===== config.mk =====
export PLATFORM = sky130hd
export DESIGN_NAME = ref_switch_ctrl
export DESIGN_NICKNAME = d
export VERILOG_FILES = /design/src/rtl/ref_switch_pkg.sv /design/src/rtl/rs_sync.sv /design/src/rtl/rs_rise.sv /design/src/rtl/rs_loss_mon.sv /design/src/rtl/rs_sel_fsm.sv /design/src/rtl/ref_switch_ctrl.sv
export SDC_FILE = /design/constraint.sdc
export NUM_CORES = 1
export LEC_CHECK = 0
export BUFFER_PORTS_ARGS = -buffer_cell sky130_fd_sc_hd__buf_2
export CORE_MARGIN = 4
export CORE_UTILIZATION = 54
export DETAILED_ROUTE_END_ITERATION = 10
export MAX_ROUTING_LAYER = met4
export PLACE_DENSITY = 0.73
export SYNTH_ARGS = -nofsm -noshare
export SYNTH_HDL_FRONTEND = slang
export SYNTH_SLANG_ARGS = --single-unit

===== constraint.sdc =====
create_clock -name clk_sys -period 1.6 [get_ports clk_sys]
set_clock_uncertainty 0.1 [all_clocks]
set_input_delay 0.32 -clock clk_sys [delete_from_list [all_inputs] [get_ports clk_sys]]
set_output_delay 0.32 -clock clk_sys [all_outputs]
set_load 0.01 [all_outputs]

===== src/rtl/ref_switch_pkg.sv =====
package ref_switch_pkg;

    typedef enum logic [1:0] {
        ST_WARM = 2'd0,
        ST_REF0 = 2'd1,
        ST_REF1 = 2'd2
    } sel_state_t;

    // bit positions inside the synchronized input vector
    localparam int unsigned IDX_REF0  = 0;
    localparam int unsigned IDX_REF1  = 1;
    localparam int unsigned IDX_FB    = 2;
    localparam int unsigned IDX_USER  = 3;
    localparam int unsigned IDX_MAN   = 4;
    localparam int unsigned IDX_ALARM = 5;
    localparam int unsigned NUM_IN    = 6;
    localparam int unsigned NUM_CLK   = 3;

    function automatic sel_state_t state_of(input logic pick_one);
        return pick_one ? ST_REF1 : ST_REF0;
    endfunction

endpackage


===== src/rtl/rs_sync.sv =====
module rs_sync #(
    parameter int unsigned       WIDTH   = 1,
    parameter int unsigned       STAGES  = 2,
    parameter logic [WIDTH-1:0]  RST_VAL = '0
) (
    input  logic             clk,
    input  logic             rst_n,
    input  logic [WIDTH-1:0] d,
    output logic [WIDTH-1:0] q
);

    logic [STAGES-1:0][WIDTH-1:0] chain;

    always_ff @(posedge clk or negedge rst_n) begin
        if (!rst_n) chain[0] <= RST_VAL;
        else        chain[0] <= d;
    end

    generate
        for (genvar g = 1; g < STAGES; g++) begin : g_stage
            always_ff @(posedge clk or negedge rst_n) begin
                if (!rst_n) chain[g] <= RST_VAL;
                else        chain[g] <= chain[g-1];
            end
        end
    endgenerate

    assign q = chain[STAGES-1];

endmodule


===== src/rtl/rs_rise.sv =====
module rs_rise #(
    parameter int unsigned WIDTH = 1
) (
    input  logic             clk,
    input  logic             rst_n,
    input  logic [WIDTH-1:0] lvl,
    output logic [WIDTH-1:0] rise
);

    logic [WIDTH-1:0] prev;

    always_ff @(posedge clk or negedge rst_n) begin
        if (!rst_n) prev <= '0;
        else        prev <= lvl;
    end

    generate
        for (genvar g = 0; g < WIDTH; g++) begin : g_bit
            assign rise[g] = lvl[g] & ~prev[g];
        end
    endgenerate

endmodule


===== src/rtl/rs_loss_mon.sv =====
module rs_loss_mon #(
    parameter int unsigned LOSS_EDGES = 4
) (
    input  logic clk,
    input  logic rst_n,
    input  logic clr,
    input  logic ref_rise,
    input  logic fb_rise,
    output logic bad
);

    localparam int unsigned CW   = (LOSS_EDGES > 2) ? $clog2(LOSS_EDGES) : 1;
    localparam logic [CW-1:0] LAST = CW'(LOSS_EDGES - 1);

    logic [CW-1:0] cnt;
    logic          flag;

    always_ff @(posedge clk or negedge rst_n) begin
        if (!rst_n) begin
            cnt  <= '0;
            flag <= 1'b0;
        end else if (clr) begin
            cnt  <= '0;
            flag <= 1'b0;
        end else if (ref_rise) begin
            cnt  <= '0;
        end else if (fb_rise) begin
            if (cnt == LAST) flag <= 1'b1;
            else             cnt  <= cnt + 1'b1;
        end
    end

    assign bad = flag;

endmodule


===== src/rtl/rs_sel_fsm.sv =====
module rs_sel_fsm
    import ref_switch_pkg::*;
#(
    parameter int unsigned SYNC_STAGES = 2
) (
    input  logic       clk,
    input  logic       rst_n,
    input  logic       user_s,
    input  logic       man_s,
    input  logic       alarm_s,
    input  logic       bad0,
    input  logic       bad1,
    output logic       sel_ind,
    output logic [1:0] mux_sel,
    output logic       warm
);

    localparam int unsigned WW = $clog2(SYNC_STAGES + 1);
    localparam logic [WW-1:0] WARM_END = WW'(SYNC_STAGES);

    sel_state_t    state_q, state_d;
    logic [WW-1:0] warm_cnt;

    always_ff @(posedge clk or negedge rst_n) begin
        if (!rst_n)                 warm_cnt <= '0;
        else if (state_q == ST_WARM) warm_cnt <= warm_cnt + 1'b1;
    end

    always_comb begin
        state_d = state_q;
        unique case (state_q)
            ST_WARM: begin
                if (warm_cnt == WARM_END) state_d = state_of(user_s); // warm-to-user
            end
            ST_REF0: begin
                if (man_s || alarm_s)  state_d = state_of(user_s);    // override-follow / alarm-realign
                else if (bad0 && !bad1) state_d = ST_REF1;            // auto-switch
            end
            ST_REF1: begin
                if (man_s || alarm_s)  state_d = state_of(user_s);
                else if (bad1 && !bad0) state_d = ST_REF0;
            end
            default: state_d = ST_WARM;
        endcase
    end

    always_ff @(posedge clk or negedge rst_n) begin
        if (!rst_n) state_q <= ST_WARM;
        else        state_q <= state_d;
    end

    always_comb begin
        warm    = 1'b0;
        sel_ind = 1'b0;
        unique case (state_q)
            ST_WARM: begin
                warm    = 1'b1;
                sel_ind = user_s;
            end
            ST_REF0: sel_ind = 1'b0;
            ST_REF1: sel_ind = 1'b1;
            default: sel_ind = 1'b0;
        endcase
        mux_sel = {sel_ind, ~sel_ind};
    end

endmodule


===== src/rtl/ref_switch_ctrl.sv =====
module ref_switch_ctrl
    import ref_switch_pkg::*;
#(
    parameter int unsigned LOSS_EDGES  = 4,
    parameter int unsigned SYNC_STAGES = 2
) (
    input  logic       clk_sys,
    input  logic       rst_n,
    input  logic       ref0_clk,
    input  logic       ref1_clk,
    input  logic       fb_clk,
    input  logic       user_sel,
    input  logic       man_ovr,
    input  logic       alarm_clr_n,
    output logic       sel_ind,
    output logic       ref0_bad,
    output logic       ref1_bad,
    output logic [1:0] mux_sel
);

    localparam logic [NUM_IN-1:0] SYNC_RST = NUM_IN'(1) << IDX_ALARM;

    logic [NUM_IN-1:0]  raw_in, syn_in;
    logic [NUM_CLK-1:0] clk_rise;
    logic               user_s, man_s, alarm_s, warm;
    logic [1:0]         bad;

    always_comb begin
        raw_in            = '0;
        raw_in[IDX_REF0]  = ref0_clk;
        raw_in[IDX_REF1]  = ref1_clk;
        raw_in[IDX_FB]    = fb_clk;
        raw_in[IDX_USER]  = user_sel;
        raw_in[IDX_MAN]   = man_ovr;
        raw_in[IDX_ALARM] = alarm_clr_n;
    end

    rs_sync #(.WIDTH(NUM_IN), .STAGES(SYNC_STAGES), .RST_VAL(SYNC_RST)) u_sync (
        .clk(clk_sys), .rst_n(rst_n), .d(raw_in), .q(syn_in)
    );

    rs_rise #(.WIDTH(NUM_CLK)) u_rise (
        .clk(clk_sys), .rst_n(rst_n), .lvl(syn_in[NUM_CLK-1:0]), .rise(clk_rise)
    );

    assign user_s  = syn_in[IDX_USER];
    assign man_s   = syn_in[IDX_MAN];
    assign alarm_s = ~syn_in[IDX_ALARM];

    generate
        for (genvar g = 0; g < 2; g++) begin : g_mon
            rs_loss_mon #(.LOSS_EDGES(LOSS_EDGES)) u_mon (
                .clk(clk_sys), .rst_n(rst_n), .clr(alarm_s),
                .ref_rise(clk_rise[g]), .fb_rise(clk_rise[IDX_FB]), .bad(bad[g])
            );
        end
    endgenerate

    rs_sel_fsm #(.SYNC_STAGES(SYNC_STAGES)) u_fsm (
        .clk(clk_sys), .rst_n(rst_n), .user_s(user_s), .man_s(man_s),
        .alarm_s(alarm_s), .bad0(bad[0]), .bad1(bad[1]),
        .sel_ind(sel_ind), .mux_sel(mux_sel), .warm(warm)
    );

    assign ref0_bad = bad[0];
    assign ref1_bad = bad[1];

endmodule


After elaboration in Yosys (flattened, before gate mapping). Index checks and enable logic that the tools add are counted.

Input bits: 8. Bits in registers: 25.

Reductions and logical operators: 11. Add/subtract/negate cells: 3. Mux-type cells: 24. Bitwise operators: 8. Equal/unequal tests: 17.

Operator list (number): 2-bit two-way mux (14); 3-bit by 1-bit != test with 1-bit output, second input constant (4); 3-bit AND reduction (3); 2-bit equality test, second input constant (4); 1-bit two-way mux (8); 2-bit by 1-bit adder with 2-bit output, second input constant (3); 2-bit by 1-bit != test with 1-bit output, second input constant (3); 2-bit != test, second input constant (3); 3-bit by 2-bit != test with 1-bit output, second input constant (2); 2-bit case mux with 3 select lines (1); 1-bit NOT (5); 2-bit AND reduction (2); 1-bit AND (3); 2-bit by 1-bit equality test with 1-bit output, second input constant (1); 1-bit logical AND (2); 1-bit zero test (2); 2-bit zero test (1); 1-bit case mux with 2 select lines (1); 1-bit logical OR (1).

Depth between registers and ports, before layout.
Depth after elaboration: 5. Gate-level depth with buffers: 6. Depth with buffers taken out: 6.

Hierarchy. Synthesis repeated with hierarchy kept, for this count alone.

Cells, all modules: 84. Area, all modules: 1104.8 um^2.

Modules (own cells, without submodules): rs_sync (instances 1, area each 347.8 um^2, cells each 18, seq. area each 302.8 um^2); rs_sel_fsm (instances 1, area each 329.1 um^2, cells each 35, seq. area each 100.1 um^2); rs_loss_mon (instances 2, area each 153.9 um^2, cells each 12, seq. area each 75.1 um^2); rs_rise (instances 1, area each 116.4 um^2, cells each 6, seq. area each 75.1 um^2); ref_switch_ctrl (instances 1, area each 3.8 um^2, cells each 1, seq. area each 0.0 um^2).

Worst setup path after synthesis. Ideal clock, no wire load.

Path type: register to output. Start: reg u_fsm.state_q[0]. End: out mux_sel[1]. Cell stages (with the launch flop): 5. Arrival time: 1060 ps. Required time: 1180 ps. Slack: 120 ps. Path buffers: 2. Cell sequence: dfrtp_1 > buf_6 > or2_2 > inv_1 > buf_4.

Word-level cells in the longest chain between the ends: 2.

Ends and longest elaborated chain: from (decl) (line rs_sel_fsm.sv:21) `sel_state_t state_q, state_d;`; from (signal assigned) (line rs_sel_fsm.sv:49) `else state_q <= state_d;`; 2-bit equality test / 2-bit zero test (equally long branches) (line rs_sel_fsm.sv:55) `unique case (state_q)`; 1-bit case mux with 2 select lines * (line rs_sel_fsm.sv:55); to (decl) (line ref_switch_ctrl.sv:18) `output logic [1:0] mux_sel`.

Every way passes the cells marked *; elsewhere a longest branch is shown, timed or not.

Worst setup path after layout.
Start: reg u_sync.chain (netlist bit u_sync.q[3]). End: out sel_ind.

Word-level cells in the longest chain between the ends: 1.

Ends and longest elaborated chain: from (decl) (line rs_sync.sv:12) `logic [STAGES-1:0][WIDTH-1:0] chain;`; from (signal, indexed assignment) (line rs_sync.sv:23) `else chain[g] <= chain[g-1];`; 1-bit case mux with 2 select lines (line rs_sel_fsm.sv:55); to (decl) (line ref_switch_ctrl.sv:15) `output logic sel_ind,`.

Every way passes these cells.

==> results.md <==
- Final-layout fill cell count: 140
- Final Wtd Congestion: ~0.83
- Post-detailed-routing wire length: approximately 1700 microns
- Post-synthesis instance area: ~0.0010 sq mm
- Number of nets in the layout: roughly 120
- CTS Root Cell: clkbuf_4
- Data arrival time at the worst-slack endpoint: 1.15 ns
- Number of placed instances, taps included: 120
- Reported leakage power: roughly 0.57 nW
- Total power density per cell area: about 1300 mW/mm^2
- Die ar.: approximately 0.0026 sq mm
- Count of yosys warnings during synthesis: 0
- Run status: finished clean
- Post-layout instance area: ~0.0012 sq mm
- Sinks on the clock net: 25
- Actual slew at the worst max-slew pin: between 0.5 and 0.6 ns
- HPWL after DPL: about 1100 microns
- Path type of the worst min-delay path: register to register
- Area of placed instances: roughly 0.0011 sq mm
- Crit end category: output port
- Highest fanout seen on the critical path: 2
- DRC marker count from the first detailed-route iteration: 12
- Required @ worst endpoint: ~1.2 ns
- Number of diodes added for antenna fixing: 0
- Height of the die: roughly 51 microns
- Kind of start point of the critical path: register
- Fin crit share: between 90 and 100%
- Number of antenna-violating nets in the routed design: 0
- Layout cells sized above 1: roughly 30%
- Clock slew at the register clock pins of the worst setup and hold paths: ~0.13 ns
- Skew-Pair Late Insertion Delay: roughly 0.31 ns
- I/O Pins: 13
- Starting Density: roughly 58%
- Detailed-router iteration count before antenna repair: 4
- Final period demand of the worst path: about 1.6 ns
- Sequential-to-total area share from yosys stat: 62.1%
- Final Hold Slack: 0.261 ns
- Largest net degree at the start of global routing: 26
- Netlist cell types: 25
- Most frequent cells in the layout: 22 x dfrtp_1, 10 x buf_2, 8 x o21ai_0
- Input/output buffers: 12
- Number of hold violations in the final report: 0
- Worst Hold Depth: 0
- Highest attainable clock frequency: around 640 MHz
- Buffer levels on the longest clock path: 2
- Total Negative Setup Slacks: 0 ns
- FP Rows: 15
- X dimension of the die: around 50 microns
- FF+latch count, synth: 25
- Global-route usage over all layers: around 16%
- First-pass GRT wire length: ~3100 microns
- Reg2reg path depth: 6
- Layout Area Growth over Synthesis: 22.6%
- Synthesized instance count: 84
- Placeable Area: roughly 0.0017 sq mm
- Vias: approximately 670
- Pins over their slew limit: 0
- Final Non-Filler Cells: 134
- Level count of the clock H-tree: 1
- Crit Path Category: register to output port
- Setup repair after global routing missed its margin: yes
- Overall overflow remaining after global route: 0
- Worst-case vdd ir drop: between 0.8 and 0.9 mV
- # Max-Cap Violations: 0
- Wire per inst: 12.5 microns
- Final count of negative-setup-slack endpoints: 0
- Via count of the first global-routing pass: 740
- Max-slew headroom at the worst pin: 64.9%
- Most common cell after layout, fill and taps aside: dfrtp_1
- Total chip power: 1.61 mW
- Antenna violations before repair: 0
- Avg Vias per Cell: between 4 and 5
- Post-synthesis average cell area: approximately 12 sq um
- CTS Buf Count: 3
- Syn_nets: 95
- Total DRC errors in the routed layout: 0
- TritonCTS clock tree: built
[state kept, by name (all words and copies together) (netlist names)]
| signal | count |
|---|---|
| g_mon.u_mon.bad | 2 |
| g_mon.u_mon.cnt | 4 |
| u_fsm.state_q | 2 |
| u_fsm.warm_cnt | 2 |
| u_rise.prev | 3 |
| u_sync.chain | 6 |
| u_sync.q | 6 |
[final timing paths]
kind	startpoint	slack, ns	end
hold / removal	u_sync.chain[2]	0.26	u_sync.q[2]
setup / recovery	u_sync.q[3]	0.03	sel_ind
setup reg to reg	u_fsm.state_q[1]	0.10	u_fsm.state_q[0]
max in group asynchronous	rst_n	0.62	u_sync.q[3]
min in group asynchronous	rst_n	0.40	g_mon[0].u_mon.bad
hold reg to reg	u_sync.chain[2]	0.26	u_sync.q[2]
[kinds of logic after synthesis]
group / synth area share, %
AOI/OAI and AO/OA: 12.4
DFF: 62.1
and+or+nand+nor: 14.0
adders and majority gates: 3.71
buffers and inverters: 5.20
xor gates and xnor gates: 2.60
[worst max-delay path: stages, from the launching register on]
cell and delay (ns):
dfrtp_2 0.40, nor2_2 0.04, or2_4 0.24, inv_4 0.06, buf_6 0.09
[power by group]
part | switching [mW] | internal, mW
Sequential | 0.0328 | 0.707
Clock | 0.175 | 0.0972
Combinational | 0.299 | 0.297
Total | 0.507 | 1.10
[metal layers]
layer,part of all wire (%),global-route usage [%],vias to the layer above
met4,2.0,6.99,0
met5,0,-,-
met1,44,19.0,326
met3,3.3,3.50,4
li1,-,-,325
met2,51,27.7,12
[per-stage QoR]
stage	setup slack, ns	util [%]
6_report	0.0338	71.0
5_1_grt	-0.0118	71.0
4_1_cts	0.0350	69.5
3_5_place_dp	0.157	62.3
2_1_floorplan	0.120	-
3_3_place_gp	0.233	62.3
[cell usage after synthesis]
| master | count | area [sq um] |
|---|---|---|
| and2b_4 | 1 | 10.0 |
| buf_6 | 2 | 22.5 |
| or2_2 | 1 | 6.26 |
| a21oi_1 | 4 | 20.0 |
| o32ai_4 | 1 | 27.5 |
| buf_4 | 1 | 7.51 |
| o31ai_1 | 1 | 7.51 |
| nor2_1 | 8 | 30.0 |
| nand2b_1 | 3 | 18.8 |
| nand2_1 | 7 | 26.3 |
| nor3_1 | 2 | 10.0 |
| a311oi_1 | 1 | 8.76 |
| dfstp_2 | 2 | 52.6 |
| dfrtp_1 | 23 | 576 |
| xnor2_1 | 3 | 26.3 |
| o21ai_1 | 1 | 5.00 |
| nor2b_1 | 1 | 6.26 |
| nand2b_4 | 1 | 13.8 |
| ha_1 | 3 | 37.5 |
| a211oi_1 | 1 | 7.51 |
| nor2_4 | 1 | 11.3 |
| inv_1 | 6 | 22.5 |
| nand2b_2 | 1 | 8.76 |
| o21ai_0 | 8 | 40.0 |
| a2111oi_0 | 1 | 8.76 |
[timing repair]
action | in CTS | in global routing
resized for setup | 5 | 5
setup endpoints to repair | 3 | 3
hold buffers | 6 | 1
hold endpoints to repair | 28 | 1
setup buffers | 3 | 0
[final cells by class]
class,instances,area [sq um],area share (%)
clock buffers,4,26.3,2.12
inverters,6,25.0,2.02
multi-input cells,50,348,28.1
flip-flops and latches,25,629,50.8
well taps,25,31.3,2.52
repair buffers,24,180,14.5
No activity file was read; power rests on OpenSTA's default activity.
